File: src/rtl/mcl_pkg.sv
package mcl_pkg;
  localparam int VALID_BIT = 63;
  localparam int OVER_BIT  = 62;
  localparam int UC_BIT    = 61;
  localparam int EN_BIT    = 60;

  // Replacement priority: severity first, then enable state; ties keep the logged entry.
  function automatic logic take_new(input logic log_valid, input logic log_uc,
                                    input logic log_en, input logic new_uc,
                                    input logic new_en);
    if (!log_valid)   return 1'b1;
    else if (log_uc)  return 1'b0;
    else if (new_uc)  return 1'b1;
    else              return new_en & ~log_en;
  endfunction

  function automatic logic is_clear(input logic wr, input logic [63:0] data);
    return wr && (data == 64'd0);
  endfunction
endpackage

File: src/rtl/mcl_enable_select.sv
module mcl_enable_select #(
  parameter int TYPE_W = 3,
  localparam int MASK_W = 1 << TYPE_W
) (
  input  logic [MASK_W-1:0] mask,
  input  logic [TYPE_W-1:0] type_idx,
  output logic              en
);
  assign en = mask[type_idx];
endmodule

File: src/rtl/mcl_replace_arbiter.sv
module mcl_replace_arbiter (
  input  logic evt,
  input  logic clear,
  input  logic log_valid,
  input  logic log_uc,
  input  logic log_en,
  input  logic new_uc,
  input  logic new_en,
  output logic capture,
  output logic set_over
);
  import mcl_pkg::*;

  logic base_valid;
  logic base_uc;
  logic base_en;

  // A same-cycle clear makes the arbiter see an empty register.
  assign base_valid = log_valid & ~clear;
  assign base_uc    = log_uc    & ~clear;
  assign base_en    = log_en    & ~clear;

  assign capture  = evt & take_new(base_valid, base_uc, base_en, new_uc, new_en);
  assign set_over = evt & base_valid;

  always_comb begin
    if (set_over && log_uc && new_uc)
      assert_uc_no_replace_R6: assert (!capture);
  end
endmodule

File: src/rtl/mcl_status_reg.sv
module mcl_status_reg #(
  parameter int CODE_W = 16
) (
  input  logic              clk,
  input  logic              rst_n,
  input  logic              clear,
  input  logic              evt,
  input  logic              capture,
  input  logic              set_over,
  input  logic              new_uc,
  input  logic              new_en,
  input  logic [CODE_W-1:0] new_code,
  output logic              valid_q,
  output logic              over_q,
  output logic              uc_q,
  output logic              en_q,
  output logic [CODE_W-1:0] code_q
);
  always_ff @(posedge clk) begin
    if (!rst_n) begin
      valid_q <= 1'b0;
      over_q  <= 1'b0;
      uc_q    <= 1'b0;
      en_q    <= 1'b0;
      code_q  <= '0;
    end else begin
      if (capture) begin
        valid_q <= 1'b1;
        uc_q    <= new_uc;
        en_q    <= new_en;
        code_q  <= new_code;
      end else if (clear) begin
        valid_q <= 1'b0;
        uc_q    <= 1'b0;
        en_q    <= 1'b0;
        code_q  <= '0;
      end
      over_q <= (over_q & ~clear) | set_over;
    end
  end

  assert_overflow_set_R3: assert property (@(posedge clk) disable iff (!rst_n)
    evt && valid_q && !clear |=> over_q);

  assert_overflow_sticky_R3: assert property (@(posedge clk) disable iff (!rst_n)
    over_q && !clear |=> over_q);

  assert_empty_capture_R2: assert property (@(posedge clk) disable iff (!rst_n)
    evt && !valid_q && !clear |=> valid_q && !over_q && code_q == $past(new_code));

  assert_clear_zero_R9: assert property (@(posedge clk) disable iff (!rst_n)
    clear && !evt |=> !valid_q && !over_q && !uc_q && !en_q && code_q == '0);

  assert_clear_event_fresh_R10: assert property (@(posedge clk) disable iff (!rst_n)
    clear && evt |=> valid_q && !over_q);

  assert_uc_kept_R6: assert property (@(posedge clk) disable iff (!rst_n)
    evt && valid_q && uc_q && !clear |=> uc_q && $stable(code_q));
endmodule

File: src/rtl/mcl_status_logger.sv
module mcl_status_logger #(
  parameter int TYPE_W   = 3,
  parameter int CODE_W   = 16,
  parameter int STATUS_W = 64,
  localparam int MASK_W  = 1 << TYPE_W,
  localparam int PAD_W   = STATUS_W - 4 - CODE_W
) (
  input  logic                clk,
  input  logic                rst_n,
  input  logic                evt_valid,
  input  logic                evt_uncorr,
  input  logic [TYPE_W-1:0]   evt_type,
  input  logic [CODE_W-1:0]   evt_code,
  input  logic [MASK_W-1:0]   enable_mask,
  input  logic                sw_wr,
  input  logic [STATUS_W-1:0] sw_wdata,
  output logic [STATUS_W-1:0] status
);
  import mcl_pkg::*;

  logic              clear;
  logic              new_en;
  logic              capture;
  logic              set_over;
  logic              valid_q;
  logic              over_q;
  logic              uc_q;
  logic              en_q;
  logic [CODE_W-1:0] code_q;

  assign clear = is_clear(sw_wr, 64'(sw_wdata));

  mcl_enable_select #(.TYPE_W(TYPE_W)) u_en_sel (
    .mask     (enable_mask),
    .type_idx (evt_type),
    .en       (new_en)
  );

  mcl_replace_arbiter u_arb (
    .evt       (evt_valid),
    .clear     (clear),
    .log_valid (valid_q),
    .log_uc    (uc_q),
    .log_en    (en_q),
    .new_uc    (evt_uncorr),
    .new_en    (new_en),
    .capture   (capture),
    .set_over  (set_over)
  );

  mcl_status_reg #(.CODE_W(CODE_W)) u_reg (
    .clk      (clk),
    .rst_n    (rst_n),
    .clear    (clear),
    .evt      (evt_valid),
    .capture  (capture),
    .set_over (set_over),
    .new_uc   (evt_uncorr),
    .new_en   (new_en),
    .new_code (evt_code),
    .valid_q  (valid_q),
    .over_q   (over_q),
    .uc_q     (uc_q),
    .en_q     (en_q),
    .code_q   (code_q)
  );

  assign status = {valid_q, over_q, uc_q, en_q, {PAD_W{1'b0}}, code_q};

  assert_enable_flag_R8: assert property (@(posedge clk) disable iff (!rst_n)
    capture |=> status[EN_BIT] == $past(enable_mask[evt_type]));

  assert_uc_replaces_corr_R5: assert property (@(posedge clk) disable iff (!rst_n)
    evt_valid && !clear && valid_q && !uc_q && evt_uncorr |=> status[UC_BIT]);

  assert_no_corr_over_uc_R7: assert property (@(posedge clk) disable iff (!rst_n)
    evt_valid && !clear && valid_q && uc_q && !evt_uncorr |=> status[UC_BIT] && $stable(code_q));

  assert_en_replaces_dis_R4: assert property (@(posedge clk) disable iff (!rst_n)
    evt_valid && !clear && valid_q && !uc_q && !en_q && !evt_uncorr && new_en
    |=> status[EN_BIT] && status[CODE_W-1:0] == $past(evt_code));
endmodule

File: config.mk
export PLATFORM = sky130hd
export DESIGN_NAME = mcl_status_logger
export DESIGN_NICKNAME = d
export VERILOG_FILES = /design/src/rtl/mcl_pkg.sv /design/src/rtl/mcl_enable_select.sv /design/src/rtl/mcl_replace_arbiter.sv /design/src/rtl/mcl_status_reg.sv /design/src/rtl/mcl_status_logger.sv
export SDC_FILE = /design/constraint.sdc
export NUM_CORES = 1
export LEC_CHECK = 0
export BUFFER_PORTS_ARGS = -buffer_cell sky130_fd_sc_hd__buf_2
export CORE_AREA = 2 2 65 67
export CTS_CLUSTER_DIAMETER = 30
export DETAILED_ROUTE_END_ITERATION = 10
export DIE_AREA = 0 0 67 69
export GPL_TIMING_DRIVEN = 0
export PLACE_DENSITY_LB_ADDON = 0.15
export SYNTH_ARGS = -nofsm -noshare
export SYNTH_HDL_FRONTEND = slang
export SYNTH_HIERARCHICAL = 1
export SYNTH_SLANG_ARGS = --single-unit
File: constraint.sdc
create_clock -name clk -period 5.05 [get_ports clk]
set_input_delay 0.2525 -clock clk [delete_from_list [all_inputs] [get_ports clk]]
set_output_delay 0.2525 -clock clk [all_outputs]
set_load 0.005 [all_outputs]
==> impl_metrics.toml <==
[floorplan]
io_pins = 160
die_w_um = 67
die_h_um = 69
die_area_um2 = 4620
num_rows = 23
start_util_pct = 36.3
fp.coreArea_um2 = 3910

[setup_path]
worst-path-max-fanout = 10
worstSetupPathType = "in -> reg"
cp.required_ps = 5240
slowest_delay_ps = 410
cp_slowest_cell = "nor4_2"
reg2reg_to = "u_reg/en_q$_SDFFE_PN0P_"
cp_cell_sequence = "buf_2, nor4_1, and4_1, nand3_1, nor4_2, nand2b_1, o31a_1, buf_6, buf_8, buf_6, nand3_1, o21ai_1"
r2r_start = "u_reg/uc_q$_SDFFE_PN0P_"
startpoint_type = "primary input"
reg2reg_slack_ps = 3590
rr_worst_depth = 7
worstPathArrival_ps = 2230
end_kind = "register"

[synth]
syn_area_um2 = 1420
synth.most_common_cell = "buf_4"
yosysWarningCount = 6
synth-seq-cells = 20
avgSynthCellArea_um2 = 8.50
async_flop_share_pct = 0
yosys-top-cells-count = "buf_4 (48), dfxtp_1 (20), nand3_1 (20), nand2b_1 (19), nor4_1 (14)"
yosysTopAreaCell = "dfxtp_1"
syn_inst = 167
yosysSeqAreaShare_pct = 28.2
ys_types = 27
synth_area_leaders = "dfxtp_1 (28%), buf_4 (25%), nand2b_1 (8.4%), nand3_1 (7.0%), nor4_1 (6.2%)"
ys.flop_type = "dfxtp_1"
synth_top_area_share_pct = 28.2
synth_edf_count = 0

[clock_tree]
cts_setup_buffers = 0
clk_latency_ps = 260
cts_resized = 0
cts_buffers = 3
ctsHoldBuffers = 0
ctsLongestPathBuffers = 2
clk_pin_slew_ps = 70
cts.sink_count = 20
cts_max_level = 1
cts-root-buf = "clkbuf_8"
cts_tree = "built"

[route]
drt_iter0_drc = 60
via_per_inst = 4.05
drt_first_pass_iters = 4
drc = 0
wl_per_cell_um = 11.2
drt_wl_total_um = 4250
num_vias = 1536
ant_nets = 0

[timing]
rsz0062_at_grt = "false"
drv_slew = 0
setup_viol_count_final = 0
fin_setup_tns_ps = 0
min_period_ps = 2040
finClkSkew_ps = 3.60
period_share_pct = 40.3
hold_viol_final = 0
worst_slack_ps = 3010
fmax_ghz = 0.491

[final_layout]
antenna-diode-count = 0
fin_cells = 379
syn_to_final_growth_pct = 60.2
final_nets = 426
regArea_um2 = 400
fillers = 384
fin_util_pct = 58.1
drive_gt1_share_pct = 54.4
multiInputGateArea_um2 = 753
final_area_um2 = 2270

[place]
globalplace.congestion = 0.768
post-place-ws_ps = 2710
io_buffers = 115
dp_hpwl_um = 3730
place_area_um2 = 2220
numPlacedInstances = 375

[global_route]
grt_pass1_vias = 1426
antenna_found_initial = 0
track_usage_pct = 18.2
grt_pass1_wl_um = 6550
grt_max_degree = 12
grt_overflow = 0

[worst_hold_path]
holdPathStages = 3
hp-start = "evt_code[10]"
hold_class = "in -> reg"
hold_path_end = "u_reg/code_q[10]$_SDFFE_PN0P_"

[power_and_ir_drop]
p_leak_uw = 0.00126
p_per_area_nw_per_um2 = 188
peakVddDrop_uv = 109

[job]
maxCapViolations = 0

[run_status]
outcome = "finished clean"
## per-stage QoR
| stage | hold WS [ps] | total power [uW] |
|---|---|---|
| after detailed placement | 455 | 309 |
| after floorplan | 391 | 253 |
| after CTS | 210 | 431 |
| after global routing | 232 | 455 |
| final | 218 | 427 |
| after global placement | 449 | 307 |
## worst max-delay path, delay by kind of cell
kind | cells | cell delay [ps]
AND/OR/NAND/NOR | 6 | 1230
buffers and inverters | 4 | 510
AO/OA/AOI/OAI | 2 | 240
## metal layers
layer	vias up	share of wire (%)	track usage (%)
met5	-	0	0
met4	0	1.5	4.76
met3	6	8.2	3.59
met2	85	49	31.5
met1	627	41	22.5
li1	818	-	-
## sequential cells by signal, summed over array words and instances, names as in the netlist
| name | count |
|---|---|
| u_reg/en_q | 1 |
| u_reg/valid_q | 1 |
| u_reg/over_q | 1 |
| u_reg/code_q | 16 |
| u_reg/uc_q | 1 |
## layout make-up
class / count / share of cell area, %
timing repair buffer: 115 / 25.3
sequential: 20 / 17.6
buffer: 55 / 18.6
clock buffer: 4 / 2.42
inverter: 1 / 0.165
multi-input combinational: 134 / 33.1
tap: 50 / 2.75
## cells by family after synthesis
kind of cell,count (synthesis),share of synthesized area [%]
AO/OA/AOI/OAI,21,8.55
buffers and inverters,56,30.1
AND/OR/NAND/NOR,66,28.4
flip-flops,20,28.2
other,1,0.264
multiplexers,3,4.49
## where the power goes
group	internal, uW	switching (uW)	total (uW)
combinational	80.4	51.3	132
sequential	169	5.82	175
clock	69.4	51.1	120
total	319	108	427
## worst max path at each step
stage / slack [ps] / depth (start not counted) / startpoint / end
4_1_cts: 2980 / 12 / sw_wdata[28] / u_reg/code_q[4]$_SDFFE_PN0P_
2_1_floorplan: 3000 / 9 / evt_type[0] / u_reg/en_q$_SDFFE_PN0P_
5_1_grt: 2710 / 12 / sw_wdata[28] / u_reg/code_q[5]$_SDFFE_PN0P_
6_report: 3010 / 12 / sw_wdata[27] / u_reg/code_q[6]$_SDFFE_PN0P_
3_5_place_dp: 2710 / 12 / sw_wdata[28] / u_reg/code_q[4]$_SDFFE_PN0P_
3_3_place_gp: 2720 / 12 / sw_wdata[28] / u_reg/code_q[4]$_SDFFE_PN0P_
## cells in the final DEF, fill, tap and decap left out, drive strengths merged, types with 2 or more instances in the layout
cell and n:
buf 170, conb 44, nand3 20, dfxtp 20
nand2b 20, o21ai 18, nor4 15, clkbuf 4
nor2 2, nand4 2, mux4 2, nor2b 2
o21a 2
No activity file was read; power rests on OpenSTA's default activity.
